[config.mk]
export PLATFORM = sky130hd
export DESIGN_NAME = spi_irq_bank
export DESIGN_NICKNAME = d
export VERILOG_FILES = /design/src/rtl/spi_irq_pkg.sv /design/src/rtl/irq_reg_decode.sv /design/src/rtl/irq_sticky_bit.sv /design/src/rtl/irq_level_flags.sv /design/src/rtl/spi_irq_bank.sv
export SDC_FILE = /design/constraint.sdc
export NUM_CORES = 1
export LEC_CHECK = 0
export ABC_CLOCK_PERIOD_IN_PS = 2050
export BUFFER_PORTS_ARGS = -buffer_cell sky130_fd_sc_hd__buf_2
export CAP_MARGIN = 20
export CORE_MARGIN = 8
export CORE_UTILIZATION = 44
export CTS_BUF_LIST = sky130_fd_sc_hd__clkbuf_4 sky130_fd_sc_hd__clkbuf_8 sky130_fd_sc_hd__clkbuf_16
export DETAILED_ROUTE_END_ITERATION = 10
export PLACE_DENSITY = 0.81
export SLEW_MARGIN = 40
export SYNTH_ARGS = -nofsm -noshare
export SYNTH_HDL_FRONTEND = slang
export SYNTH_SLANG_ARGS = --single-unit
[constraint.sdc]
create_clock -name clk -period 2.05 [get_ports clk]
set_clock_uncertainty 0.1 [all_clocks]
set_input_delay 0.41 -clock clk [delete_from_list [all_inputs] [get_ports clk]]
set_output_delay 0.41 -clock clk [all_outputs]
set_load 0.03 [all_outputs]
[src/rtl/spi_irq_pkg.sv]
package spi_irq_pkg;

    localparam int NUM_SRC = 7;

    localparam int BIT_RX_OVF  = 0;
    localparam int BIT_TX_NF   = 2;
    localparam int BIT_TX_FULL = 3;
    localparam int BIT_RX_NE   = 4;
    localparam int BIT_RX_FULL = 5;
    localparam int BIT_TX_UDF  = 6;

    localparam logic [NUM_SRC-1:0] SRC_VALID = 7'b111_1101;

    localparam logic [7:0] ADR_STATUS    = 8'h04;
    localparam logic [7:0] ADR_MASK_SET  = 8'h08;
    localparam logic [7:0] ADR_MASK_CLR  = 8'h0C;
    localparam logic [7:0] ADR_MASK_VIEW = 8'h10;
    localparam logic [7:0] ADR_TX_THR    = 8'h28;
    localparam logic [7:0] ADR_RX_THR    = 8'h2C;

    typedef enum logic [2:0] {
        SEL_NONE,
        SEL_STATUS,
        SEL_MASK_SET,
        SEL_MASK_CLR,
        SEL_MASK_VIEW,
        SEL_TX_THR,
        SEL_RX_THR
    } reg_sel_e;

endpackage

[src/rtl/irq_reg_decode.sv]
module irq_reg_decode
    import spi_irq_pkg::*;
#(
    parameter int ADDR_W = 8
) (
    input  logic [ADDR_W-1:0] addr,
    output reg_sel_e          sel
);

    always_comb begin
        unique case (addr)
            ADR_STATUS:    sel = SEL_STATUS;
            ADR_MASK_SET:  sel = SEL_MASK_SET;
            ADR_MASK_CLR:  sel = SEL_MASK_CLR;
            ADR_MASK_VIEW: sel = SEL_MASK_VIEW;
            ADR_TX_THR:    sel = SEL_TX_THR;
            ADR_RX_THR:    sel = SEL_RX_THR;
            default:       sel = SEL_NONE;
        endcase
    end

endmodule

[src/rtl/irq_sticky_bit.sv]
module irq_sticky_bit (
    input  logic clk,
    input  logic rst_n,
    input  logic set_i,
    input  logic clr_i,
    output logic q_o
);

    always_ff @(posedge clk) begin
        if (!rst_n)
            q_o <= 1'b0;
        else if (set_i)
            q_o <= 1'b1;
        else if (clr_i)
            q_o <= 1'b0;
    end

    // an event wins over a clear in the same cycle
    a_r3_set_wins: assert property (@(posedge clk) disable iff (!rst_n)
        set_i |=> q_o);

    // without a clear, a latched event is kept
    a_r2_hold: assert property (@(posedge clk) disable iff (!rst_n)
        (q_o && !clr_i) |=> q_o);

    // a clear with no event empties the bit
    a_r2_clear: assert property (@(posedge clk) disable iff (!rst_n)
        (clr_i && !set_i) |=> !q_o);

endmodule

[src/rtl/irq_level_flags.sv]
module irq_level_flags #(
    parameter int DEPTH = 63,
    localparam int LVL_W = $clog2(DEPTH + 1)
) (
    input  logic [LVL_W-1:0] tx_level,
    input  logic [LVL_W-1:0] rx_level,
    input  logic [LVL_W-1:0] tx_thr,
    input  logic [LVL_W-1:0] rx_thr,
    output logic             tx_not_full,
    output logic             tx_full,
    output logic             rx_not_empty,
    output logic             rx_full
);

    localparam logic [LVL_W-1:0] FULL_LVL = LVL_W'(DEPTH);

    always_comb begin
        tx_not_full  = tx_level < tx_thr;
        rx_not_empty = rx_level >= rx_thr;
        tx_full      = tx_level == FULL_LVL;
        rx_full      = rx_level == FULL_LVL;
    end

endmodule

[src/rtl/spi_irq_bank.sv]
module spi_irq_bank
    import spi_irq_pkg::*;
#(
    parameter int DEPTH  = 63,
    parameter int ADDR_W = 8,
    parameter int DATA_W = 32,
    localparam int LVL_W = $clog2(DEPTH + 1)
) (
    input  logic              clk,
    input  logic              rst_n,
    input  logic              wr_en,
    input  logic [ADDR_W-1:0] wr_addr,
    input  logic [DATA_W-1:0] wr_data,
    input  logic [ADDR_W-1:0] rd_addr,
    output logic [DATA_W-1:0] rd_data,
    input  logic [LVL_W-1:0]  tx_level,
    input  logic [LVL_W-1:0]  rx_level,
    input  logic              rx_ovf_evt,
    input  logic              tx_udf_evt,
    output logic              irq
);

    localparam int N_STICKY = 2;
    localparam int STICKY_POS [N_STICKY] = '{BIT_RX_OVF, BIT_TX_UDF};

    reg_sel_e wsel, rsel;
    logic [NUM_SRC-1:0] status, mask_q, pend;
    logic [LVL_W-1:0]   tx_thr_q, rx_thr_q;
    logic [N_STICKY-1:0] sticky_q, sticky_set;
    logic tx_nf, tx_fl, rx_ne, rx_fl;
    logic stat_wr;
    logic [NUM_SRC-1:0] wbits;

    assign wbits   = wr_data[NUM_SRC-1:0] & SRC_VALID;
    assign stat_wr = wr_en && (wsel == SEL_STATUS);
    assign sticky_set = {tx_udf_evt, rx_ovf_evt};

    irq_reg_decode #(.ADDR_W(ADDR_W)) u_wdec (.addr(wr_addr), .sel(wsel));
    irq_reg_decode #(.ADDR_W(ADDR_W)) u_rdec (.addr(rd_addr), .sel(rsel));

    irq_level_flags #(.DEPTH(DEPTH)) u_lvl (
        .tx_level    (tx_level),
        .rx_level    (rx_level),
        .tx_thr      (tx_thr_q),
        .rx_thr      (rx_thr_q),
        .tx_not_full (tx_nf),
        .tx_full     (tx_fl),
        .rx_not_empty(rx_ne),
        .rx_full     (rx_fl)
    );

    for (genvar g = 0; g < N_STICKY; g++) begin : g_sticky
        irq_sticky_bit u_bit (
            .clk  (clk),
            .rst_n(rst_n),
            .set_i(sticky_set[g]),
            .clr_i(stat_wr && wr_data[STICKY_POS[g]]),
            .q_o  (sticky_q[g])
        );
    end

    always_comb begin
        status = '0;
        status[BIT_RX_OVF]  = sticky_q[0];
        status[BIT_TX_UDF]  = sticky_q[1];
        status[BIT_TX_NF]   = tx_nf;
        status[BIT_TX_FULL] = tx_fl;
        status[BIT_RX_NE]   = rx_ne;
        status[BIT_RX_FULL] = rx_fl;
        pend = status & mask_q;
    end

    // Mask and threshold registers
    always_ff @(posedge clk) begin
        if (!rst_n) begin
            mask_q   <= '0;
            tx_thr_q <= LVL_W'(1);
            rx_thr_q <= LVL_W'(1);
        end else if (wr_en) begin
            unique case (wsel)
                SEL_MASK_SET: mask_q   <= mask_q | wbits;
                SEL_MASK_CLR: mask_q   <= mask_q & ~wbits;
                SEL_TX_THR:   tx_thr_q <= wr_data[LVL_W-1:0];
                SEL_RX_THR:   rx_thr_q <= wr_data[LVL_W-1:0];
                default: ;
            endcase
        end
    end

    // Interrupt output register
    always_ff @(posedge clk) begin
        if (!rst_n)
            irq <= 1'b0;
        else
            irq <= |pend;
    end

    // Read multiplexer
    always_comb begin
        rd_data = '0;
        unique case (rsel)
            SEL_STATUS:    rd_data[NUM_SRC-1:0] = status;
            SEL_MASK_VIEW: rd_data[NUM_SRC-1:0] = mask_q;
            SEL_TX_THR:    rd_data[LVL_W-1:0]   = tx_thr_q;
            SEL_RX_THR:    rd_data[LVL_W-1:0]   = rx_thr_q;
            default: ;
        endcase
    end

    // a set write turns on every written valid bit
    a_r7_set: assert property (@(posedge clk) disable iff (!rst_n)
        (wr_en && wsel == SEL_MASK_SET) |=>
            ((mask_q & $past(wbits)) == $past(wbits)));

    // a clear write turns off every written bit
    a_r7_clr: assert property (@(posedge clk) disable iff (!rst_n)
        (wr_en && wsel == SEL_MASK_CLR) |=> ((mask_q & $past(wbits)) == '0));

    // the mask moves only on set or clear writes
    a_r7_stable: assert property (@(posedge clk) disable iff (!rst_n)
        !(wr_en && (wsel == SEL_MASK_SET || wsel == SEL_MASK_CLR)) |=> $stable(mask_q));

    // nothing pending means the line is low next cycle
    a_r9_quiet: assert property (@(posedge clk) disable iff (!rst_n)
        (pend == '0) |=> !irq);

endmodule

# Word level (Yosys, flattened, before mapping)
# Index checks and enable logic that the tools add are counted.
# word_totals
ff_bits	22
output_inout_bits	33
# op_classes
n_eq_ne	23
order_cmp	2
muxes	9
n_bitwise	4
n_reduce_logical	10
# ops
op	n
3-bit case mux with 6 select lines	2
8-bit by 4-bit == test with 1-bit output, second input constant	4
8-bit by 6-bit == test with 1-bit output, second input constant	4
6-bit case mux with 4 select lines	1
8-bit by 3-bit == test with 1-bit output, second input constant	2
8-bit by 5-bit == test with 1-bit output, second input constant	2
3-bit == test, second input constant	5
7-bit bitwise AND	2
7-bit case mux with 2 select lines	1
6-bit == test, second input constant	2
7-bit inverter	1
7-bit bitwise OR	1
7-bit OR reduction	1
3-bit by 1-bit == test with 1-bit output, second input constant	2
3-bit by 2-bit == test with 1-bit output, second input constant	2
6-bit greater-or-equal comparator	1
6-bit < comparator	1
2-bit AND reduction	3
2-bit nonzero test	3
1-bit two-way mux	4
1-bit logical AND	3
1-bit case mux with 2 select lines	1

# Longest topological paths before layout
# Gate-level depths: netlist of the first run.
# depth
word_depth	7
ltp_mapped	6

# Hierarchy
# Synthesis of the first run repeated with hierarchy kept, for this count alone.
# unflattened
cells_unflattened	189
hier_area_um2	1666.6
# by_module_without_submodules
module	seq_area_each_um2	area_per_inst_um2	instances	cells_per_inst
spi_irq_bank	380.4	1142.3	1	123
irq_level_flags	0.0	289.0	1	42
irq_reg_decode	0.0	76.3	2	9
irq_sticky_bit	20.0	41.3	2	3

# Least setup slack after synthesis of the first run
# OpenSTA, ideal clock, no wires.
# synth_timing
kind	input port to output port
from	input port rd_addr[1]
to	output port rd_data[0]
stages	3
t_arrival_ns	1.819
path_slack_ns	-0.279
path_cell_list	nor4_4 nand3_2 o32ai_1
# synth_between
elab_chain_cells	4
elab_cells_between_ends	12
classes_between	10 x eq/ne; 2 x mux
# synth_lines
item	line	text
start, declared	spi_irq_bank.sv:14	input logic [ADDR_W-1:0] rd_addr,
8-bit by 6-bit == test with 1-bit output, or another cell as far along	irq_reg_decode.sv:11	unique case (addr)
3-bit case mux with 6 select lines *	irq_reg_decode.sv:11	
3-bit == test / 3-bit by 1-bit == test with 1-bit output (equally long branches)	spi_irq_bank.sv:101	unique case (rsel)
6-bit case mux with 4 select lines *	spi_irq_bank.sv:101	
end, declared	spi_irq_bank.sv:15	output logic [DATA_W-1:0] rd_data,
# Every way passes the cells marked *; elsewhere a longest branch is shown, timed or not.

# Worst setup path after layout of the first run
# layout_timing
from	register rx_thr_q[2]
to	output port rd_data[4]
# layout_between
elab_chain_cells	2
# layout_lines
item	line	text
start, declared	spi_irq_bank.sv:28	logic [LVL_W-1:0] tx_thr_q, rx_thr_q;
start signal, assigned	spi_irq_bank.sv:84	SEL_RX_THR: rx_thr_q <= wr_data[LVL_W-1:0];
6-bit greater-or-equal comparator	irq_level_flags.sv:19	rx_not_empty = rx_level >= rx_thr;
6-bit case mux with 4 select lines	spi_irq_bank.sv:101	
# No other way between the ends.

==> metrics list, run 1 <==
- TNS Setup: -0.272 ns
* Maximum level of the CTS H-tree: 1
- The initial antenna violation count is 0.
- Cell area after synthesis: 1640 um^2
- Input and output buffers added on the ports amount to 47.
* Worst setup path category: flop to primary output
* Final routed wirelength across all metal layers: 5000 um
- The average instance in the mapped netlist occupies 8.31 um^2.
* Worst setup SP type: flop
- Required arrival time at the worst endpoint: roughly 1.5 ns
* Cell count after synthesis: 197
* Yosys warns: 0
* Hold Crit Class: primary input to flop
- Of all flip-flops after synthesis, the portion carrying an async set or reset was 0.
- Global-route wire length before repair: about 7600 um
* I/O Pins: 98
- Via density per instance: 5.18
* Via total after detailed routing: roughly 1600
- The share of total power dissipated in combinational logic is 0.259.
- The worst setup path is captured at a primary output.
- Worst voltage drop across the vdd grid: about 0.37 mV
- Dividing total power by cell area gives a power density of 409 nW/um^2.
- Most used flip-flop cell after synthesis: dfxtp_1
- Clock root buffer: clkbuf_8
- In the routed design, unresolved DRC markers number 0.
* Number of standard-cell rows in the floorplan: 22
* Area contributors post-synth: dfxtp_1 (26%), mux2i_1 (13%), buf_4 (12%)
- Flip-flop and latch count after synthesis: 21
* Placed Cells incl. Taps: 304
* Final setup vio count: 2
- Of the cells placed in the final design, the portion with a size suffix greater than 1 is 0.451.
- Of the total power, the share spent switching nets is 0.306.
- TritonCTS built the clock tree.
- The library cell used most frequently in the layout, excluding fill and tap cells, is buf_2.
- In the global route stage, overall resource usage came out at 0.152.
- For this design the total switching power over the nets is around 0.29 mW.
- Part of the total power dissipated in sequential elements: 0.439
- Final setup slack of the worst path: -0.172 ns
- After clock tree synthesis, the clock-pin slew on the worst setup and hold paths is 0.07 ns.
- Detailed Route Iter0 Violations: 77
- The share of synthesized area in the top cell type comes to 0.257.
- Horizontal die dimension: 77.0 um
- Growth of design area from synthesis to finish: 40.7%
* Y dimension of the die: 77.0 um
- Dividing the final minimum period by the clock period gives 1.08.
- Detailed Place HPWL: between 3000 and 4000 um
- Unrepaired setup endpoints after global routing: yes
- Maximum net fanout on the critical path: 2
- The routed design could run at a clock period as short as 2.22 ns.
- Pin count of the biggest net entering global routing: 29
* Starting Density: 0.454
- Max clock buf depth: 2
- Source-to-sink clock delay at the later pin of the worst-skew pair: 0.26 ns
- Post-DRT Antenna Nets: 0
- The number of clock buffers added by TritonCTS is 3.
- In the layout the commonest cells are buf_2 (37), nand2_1 (33), buf_4 (32), conb_1 (25), mux2i_1 (22).
- Register area share after synthesis: 0.257
* Core region area: 3610 um^2
* Arrival time reported for the critical path endpoint: 1.71 ns
- Outcome: finished with violations
- Leaving out filler cells and counting taps, the final layout contains 316.
- Number of detailed-routing iterations run before antenna repair: 4
- Number of synthesized flops with an enable pin: 0
- Total global routing overflow: 0
* Number of global-route vias before repair: 1715
- The total count of hold-check failures in the final report came to 0.
* Max Transition Viols Final: 0
* Pint: 0.653 mW
* Antenna diode instance count: 0
- Average wire per cell in the routed design: roughly 16 um
* FMAX: 450 MHz
- Routability-driven placement finished with a final weighted congestion of 0.833.
* Final Util: 0.638
- Portion of total power attributed to the clock network: 0.302
* Worst reg-to-reg setup slack: 0.09 ns
- Static Leakage: 1.00 nW
- Library cell with the largest summed area after synthesis: dfxtp_1
- Final Net Count: between 300 and 400
- The die covers 5930 um^2.
- Clock sink count: 21
* Post-synth cell types: 32
- Max-cap violations: 0
- Violations in the final reports: negative setup slack
==> power groups by stage <==
stage	clock [mW]	sequential (mW)	combinational, mW
after floorplan	0	0.422	0.158
after global placement	0	0.423	0.197
after detailed placement	0	0.423	0.201
after CTS	0.288	0.413	0.235
after global routing	0.306	0.413	0.263
final	0.284	0.413	0.243
==> stage by stage <==
step	instance area [um^2]	worst slack [ns]	hold slack [ns]	total power, mW
2_1_floorplan	1730	-0.279	0.343	0.580
3_3_place_gp	1950	-0.242	0.360	0.619
3_5_place_dp	1950	-0.252	0.363	0.624
4_1_cts	2240	-0.147	0.248	0.936
5_1_grt	2300	-0.235	0.244	0.983
6_report	2300	-0.172	0.252	0.941
==> per-layer routing <==
layer | part of all wire | vias to the layer above | global-route usage
li1 | - | 778 | -
met1 | 0.39 | 762 | 0.161
met2 | 0.48 | 83 | 0.273
met3 | 0.097 | 13 | 0.0664
met4 | 0.025 | 0 | 0.0283
met5 | 0 | - | 0
==> timing repair <==
item	CTS	global route
hold buffers	0	0
endpoints found under the setup margin	5	8
resized for setup	36	19
setup buffers	10	2
pin swaps	14	11
==> final timing paths <==
path | start | endpoint | cells after the start
setup / recovery | rx_thr_q[2] | rd_data[4] | 7
hold / removal | tx_udf_evt | g_sticky[1].u_bit.q_o | 2
hold reg to reg | flop | flop | 2
setup reg to reg | rx_thr_q[2] | irq | 11
==> Yosys cell counts, types with 3 or more instances <==
cell type	instances
buf_4	26
nand3_1	3
ha_1	11
inv_1	13
o221ai_1	3
nor2_1	5
nand4_1	6
clkbuf_1	5
nand2_1	34
a22oi_1	5
mux2i_1	22
o32ai_1	3
nor2b_1	9
dfxtp_1	21
o21ai_0	4
a21o_1	5
==> worst max-delay path, stage by stage (launching register included) <==
cell      delay, ns
dfxtp_2        0.35
inv_2          0.05
ha_4           0.21
a21oi_2        0.15
o21ai_2        0.08
a221oi_2       0.30
o221ai_2       0.16
buf_6          0.16
==> cells by family after synthesis <==
| logic type | count (synthesis) | synth area share |
|---|---|---|
| simple gates | 69 | 0.235 |
| buf+inv | 45 | 0.164 |
| compound gates | 28 | 0.124 |
| mux | 22 | 0.135 |
| flops | 21 | 0.257 |
| fa+ha+maj | 11 | 0.0841 |
| other cells | 1 | 0.00229 |
==> area by class of cell <==
cell class	instances	area [um^2]
flip-flops and latches	21	432
well taps	48	60.1
clock buffers	4	48.8
multi-input cells	155	1220
inverters	13	48.8
fillers	289	1300
repair buffers	75	493
(Power assumes the default switching activity.)
==> run 2, diff against run 1 <==
--- a/config.mk
+++ b/config.mk
@@ -8,11 +8,14 @@
 export ABC_CLOCK_PERIOD_IN_PS = 2050
 export BUFFER_PORTS_ARGS = -buffer_cell sky130_fd_sc_hd__buf_2
 export CAP_MARGIN = 20
+export CELL_PAD_IN_SITES_DETAIL_PLACEMENT = 1
+export CELL_PAD_IN_SITES_GLOBAL_PLACEMENT = 2
 export CORE_MARGIN = 8
-export CORE_UTILIZATION = 44
+export CORE_UTILIZATION = 23
 export CTS_BUF_LIST = sky130_fd_sc_hd__clkbuf_4 sky130_fd_sc_hd__clkbuf_8 sky130_fd_sc_hd__clkbuf_16
 export DETAILED_ROUTE_END_ITERATION = 10
-export PLACE_DENSITY = 0.81
+export PLACE_DENSITY_LB_ADDON = 0.1
+export SETUP_SLACK_MARGIN = 0.5
 export SLEW_MARGIN = 40
 export SYNTH_ARGS = -nofsm -noshare
 export SYNTH_HDL_FRONTEND = slang
==> run 2 against run 1 <==
Critical endpoint unchanged. Setup slack lost 0.023 ns. The run still ends with negative setup slack left. Routed wire length grew 8.3%. Clock power is essentially flat.
==> metrics list, run 2 (synthesis results as in run 1) <==
- The final worst-path cycle share came to 1.09 (+0.0110).
* Required arrival time at the worst endpoint: 1.54 ns (about the same)
* Final Util: 0.362 (-0.276)
- Worst reg-to-reg setup slack: 0.43 ns (+0.34 ns)
- Crit Reg-Reg Endpoint: irq
* Via density per instance: 4.14 (-20%)
* Total global routing overflow: 0 (unchanged)
- The critical path is of the flop to primary output type.
- In this run the most critical hold path is launched from tx_udf_evt.
* Clock root buffer: clkbuf_8
* Routed wire length on met2: 2540 um (+5.2%)
- Maximum net fanout on the critical path: 2 (unchanged)
- The number of cells in the design after placement was 361 (+19%).
- The first-iteration detailed-routing DRC count was 31 (-60%).
- Met1 Wirelength: 2510 um (+27%)
- Hold Crit Class: primary input to flop
- Stage delay of the slowest cell on the critical path: 0.34 ns (about the same)
- The largest individual stage delay along the critical path comes from the cell dfxtp_2.
* Worst hold path cell count: 2 (unchanged)
* Worst voltage drop across the vdd grid: 0.189 mV (-49%)
* Average wire per cell in the routed design: 14.7 um (-7.0%)
- Die outline area: 10100 um^2 (+70%)
- Number of detailed-routing iterations run before antenna repair: 4 (unchanged)
- The total setup violations reported at the end of the flow is 3 (+1).
* Highest routing layer actually used: met4
* Antenna diode instance count: 0 (unchanged)
* Via total after detailed routing: 1525 (-6.8%)
* Met3 wire len: 314 um (-36%)
- Crit. End Element: primary output
* Horizontal die dimension: 100 um (+30%)
- The area growth from synthesis to layout is 51.3%.
- Fill count: 843 (+190%)
- FMAX: 446 MHz (-1.0%)
- Final weighted congestion in routability-driven placement: 0.774 (-7.1%)
- Arrival time reported for the critical path endpoint: 1.73 ns (+0.02 ns)
- The worst-case reg-to-reg path depth came to 7 (-4).
- The effective utilization at floorplan came to 0.240 (-0.214).
- Number of standard-cell rows in the floorplan: 30 (+36%)
- The area of the core came to 6830 um^2 (+89%).
* Violations in the final reports: negative setup slack
* Maximum level of the CTS H-tree: 1 (unchanged)
- Unrepaired setup endpoints after global routing: yes
- Endpoints failing hold: 0 (unchanged)
- Post-layout min period: 2.24 ns (+0.0225 ns)
- Number of cells in the finished layout apart from fillers: 368 (+16%)
- Max Transition Viols Final: 0 (unchanged)
- The number of primary I/O pins came to 98 (unchanged).
- In this run the critical register-to-register path is launched from rx_thr_q[0].
- The via count of the first global-routing pass was 1682 (-1.9%).
- The post-layout net count is 349 (+1.2%).
- The initial antenna violation count was 0 (unchanged).
- Outcome: finished with violations
- Final setup slack of the worst path: -0.195 ns (-0.0225 ns)
- Hold endpoint: g_sticky[1].u_bit.q_o
- Walking the worst path, the cells encountered are ha_1, nor2b_1, o21ai_2, a221oi_2, buf_4, o221ai_4, buf_6.
- The post-detailed-route DRC marker count came to 0 (unchanged).
* Source-to-sink clock delay at the later pin of the worst-skew pair: 0.26 ns (about the same)
- Detailed Place HPWL: 4570 um (+30%)
- Global-route wire length before repair: 8700 um (+15%)
* Max clock buf depth: 2 (unchanged)
* Power per unit of standard cell area: 382 nW/um^2 (-6.6%)
- Final routed wirelength across all metal layers: 5410 um (+8.3%)
- The leakage power total is 1.04 nW (+3.5%).
- Clock sink count: 21 (unchanged)
- In the layout the commonest cells are buf_2 (38), nand2_1 (33), buf_4 (27), conb_1 (25), mux2i_1 (22).
* Total routing resource utilization after global routing: 0.108 (-0.0443)
* Worst setup timing slack at the placement stage: -0.251 ns (+0.000747 ns)
- The fraction of layout instances using a drive strength above 1 is 0.441 (-0.0103).
- Pin count of the biggest net entering global routing: 24 (-17%)
- Clock tree from TritonCTS: built
- Hold Worst Slack: 0.253 ns (+0.000355 ns)
* Number of buffers created by CTS: 3 (unchanged)
* Buffers on Ports: 47 (unchanged)
* TNS Setup: -0.308 ns (-0.0355 ns)
- The number of nets with antenna violations after detailed routing came to 0 (unchanged).
- The number of violations of the max-capacitance limit was 0 (unchanged).
- Commonest non-fill, non-tap cell in the layout: buf_2
* Clock-pin slew reported for the worst setup and hold paths after clock tree synthesis: 0.08 ns (about the same)
* Y dimension of the die: 100 um (+30%)
- The worst setup path is launched from a flop.
[run 2: cell types whose count changed in the layout (fill, tap and decap cells not counted), moves of 3 or more]
cell and delta:
inv_2 -4, dfxtp_2 -3, buf_6 +7, buf_4 -5, inv_1 +3
[run 2: critical path, delay by kind of cell (launching register included)]
kind | cells | cell delay, ns
fa+ha+maj | 1 | 0.26
flops | 1 | 0.34
compound gates | 3 | 0.41
simple gates | 1 | 0.14
buf+inv | 2 | 0.32
[run 2: area by class of cell]
cell class	count	area [um^2]	area share
Clock buffer	4	48.8	0.0197
Sequential cell	21	432	0.174
Tap cell	96	120	0.0485
Multi-Input combinational cell	155	1260	0.511
Timing Repair Buffer	79	559	0.226
Inverter	13	51.3	0.0207
[run 2: power by group]
part	switching (mW)	internal [mW]	total (mW)	leakage [nW]
logic	0.153	0.0933	0.247	0.839
registers	0.00344	0.409	0.413	0.173
clock network	0.134	0.152	0.285	0.0262
[run 2: layer usage]
metal,vias to the layer above,global-route usage
met2,41,0.175
met5,-,0
met4,0,0.0279
met3,5,0.0221
li1,787,-
met1,692,0.140
[run 2: worst max path at each step]
stage	from	endpoint	slack, ns	cells past startpoint
final	rx_thr_q[0]	rd_data[4]	-0.19	7
after floorplan	rd_addr[1]	rd_data[0]	0.07	3
after CTS	rx_thr_q[2]	rd_data[4]	-0.25	8
after global placement	tx_level[2]	rd_data[2]	-0.28	7
after global routing	rx_thr_q[2]	rd_data[4]	-0.27	8
after detailed placement	tx_level[2]	rd_data[2]	-0.25	7
[run 2: what timing repair did]
item	CTS	global route
endpoints found under the setup margin	8	8
hold buffers	0	0
setup buffers	2	1
gates resized for setup	39	8
pin swaps	9	3
[run 2: stage by stage]
stage          power (mW)  cell area (um^2)
3_5_place_dp        0.647              2200
5_1_grt              1.00              2480
2_1_floorplan       0.589              1850
3_3_place_gp        0.646              2200
6_report            0.945              2480
4_1_cts             0.956              2440
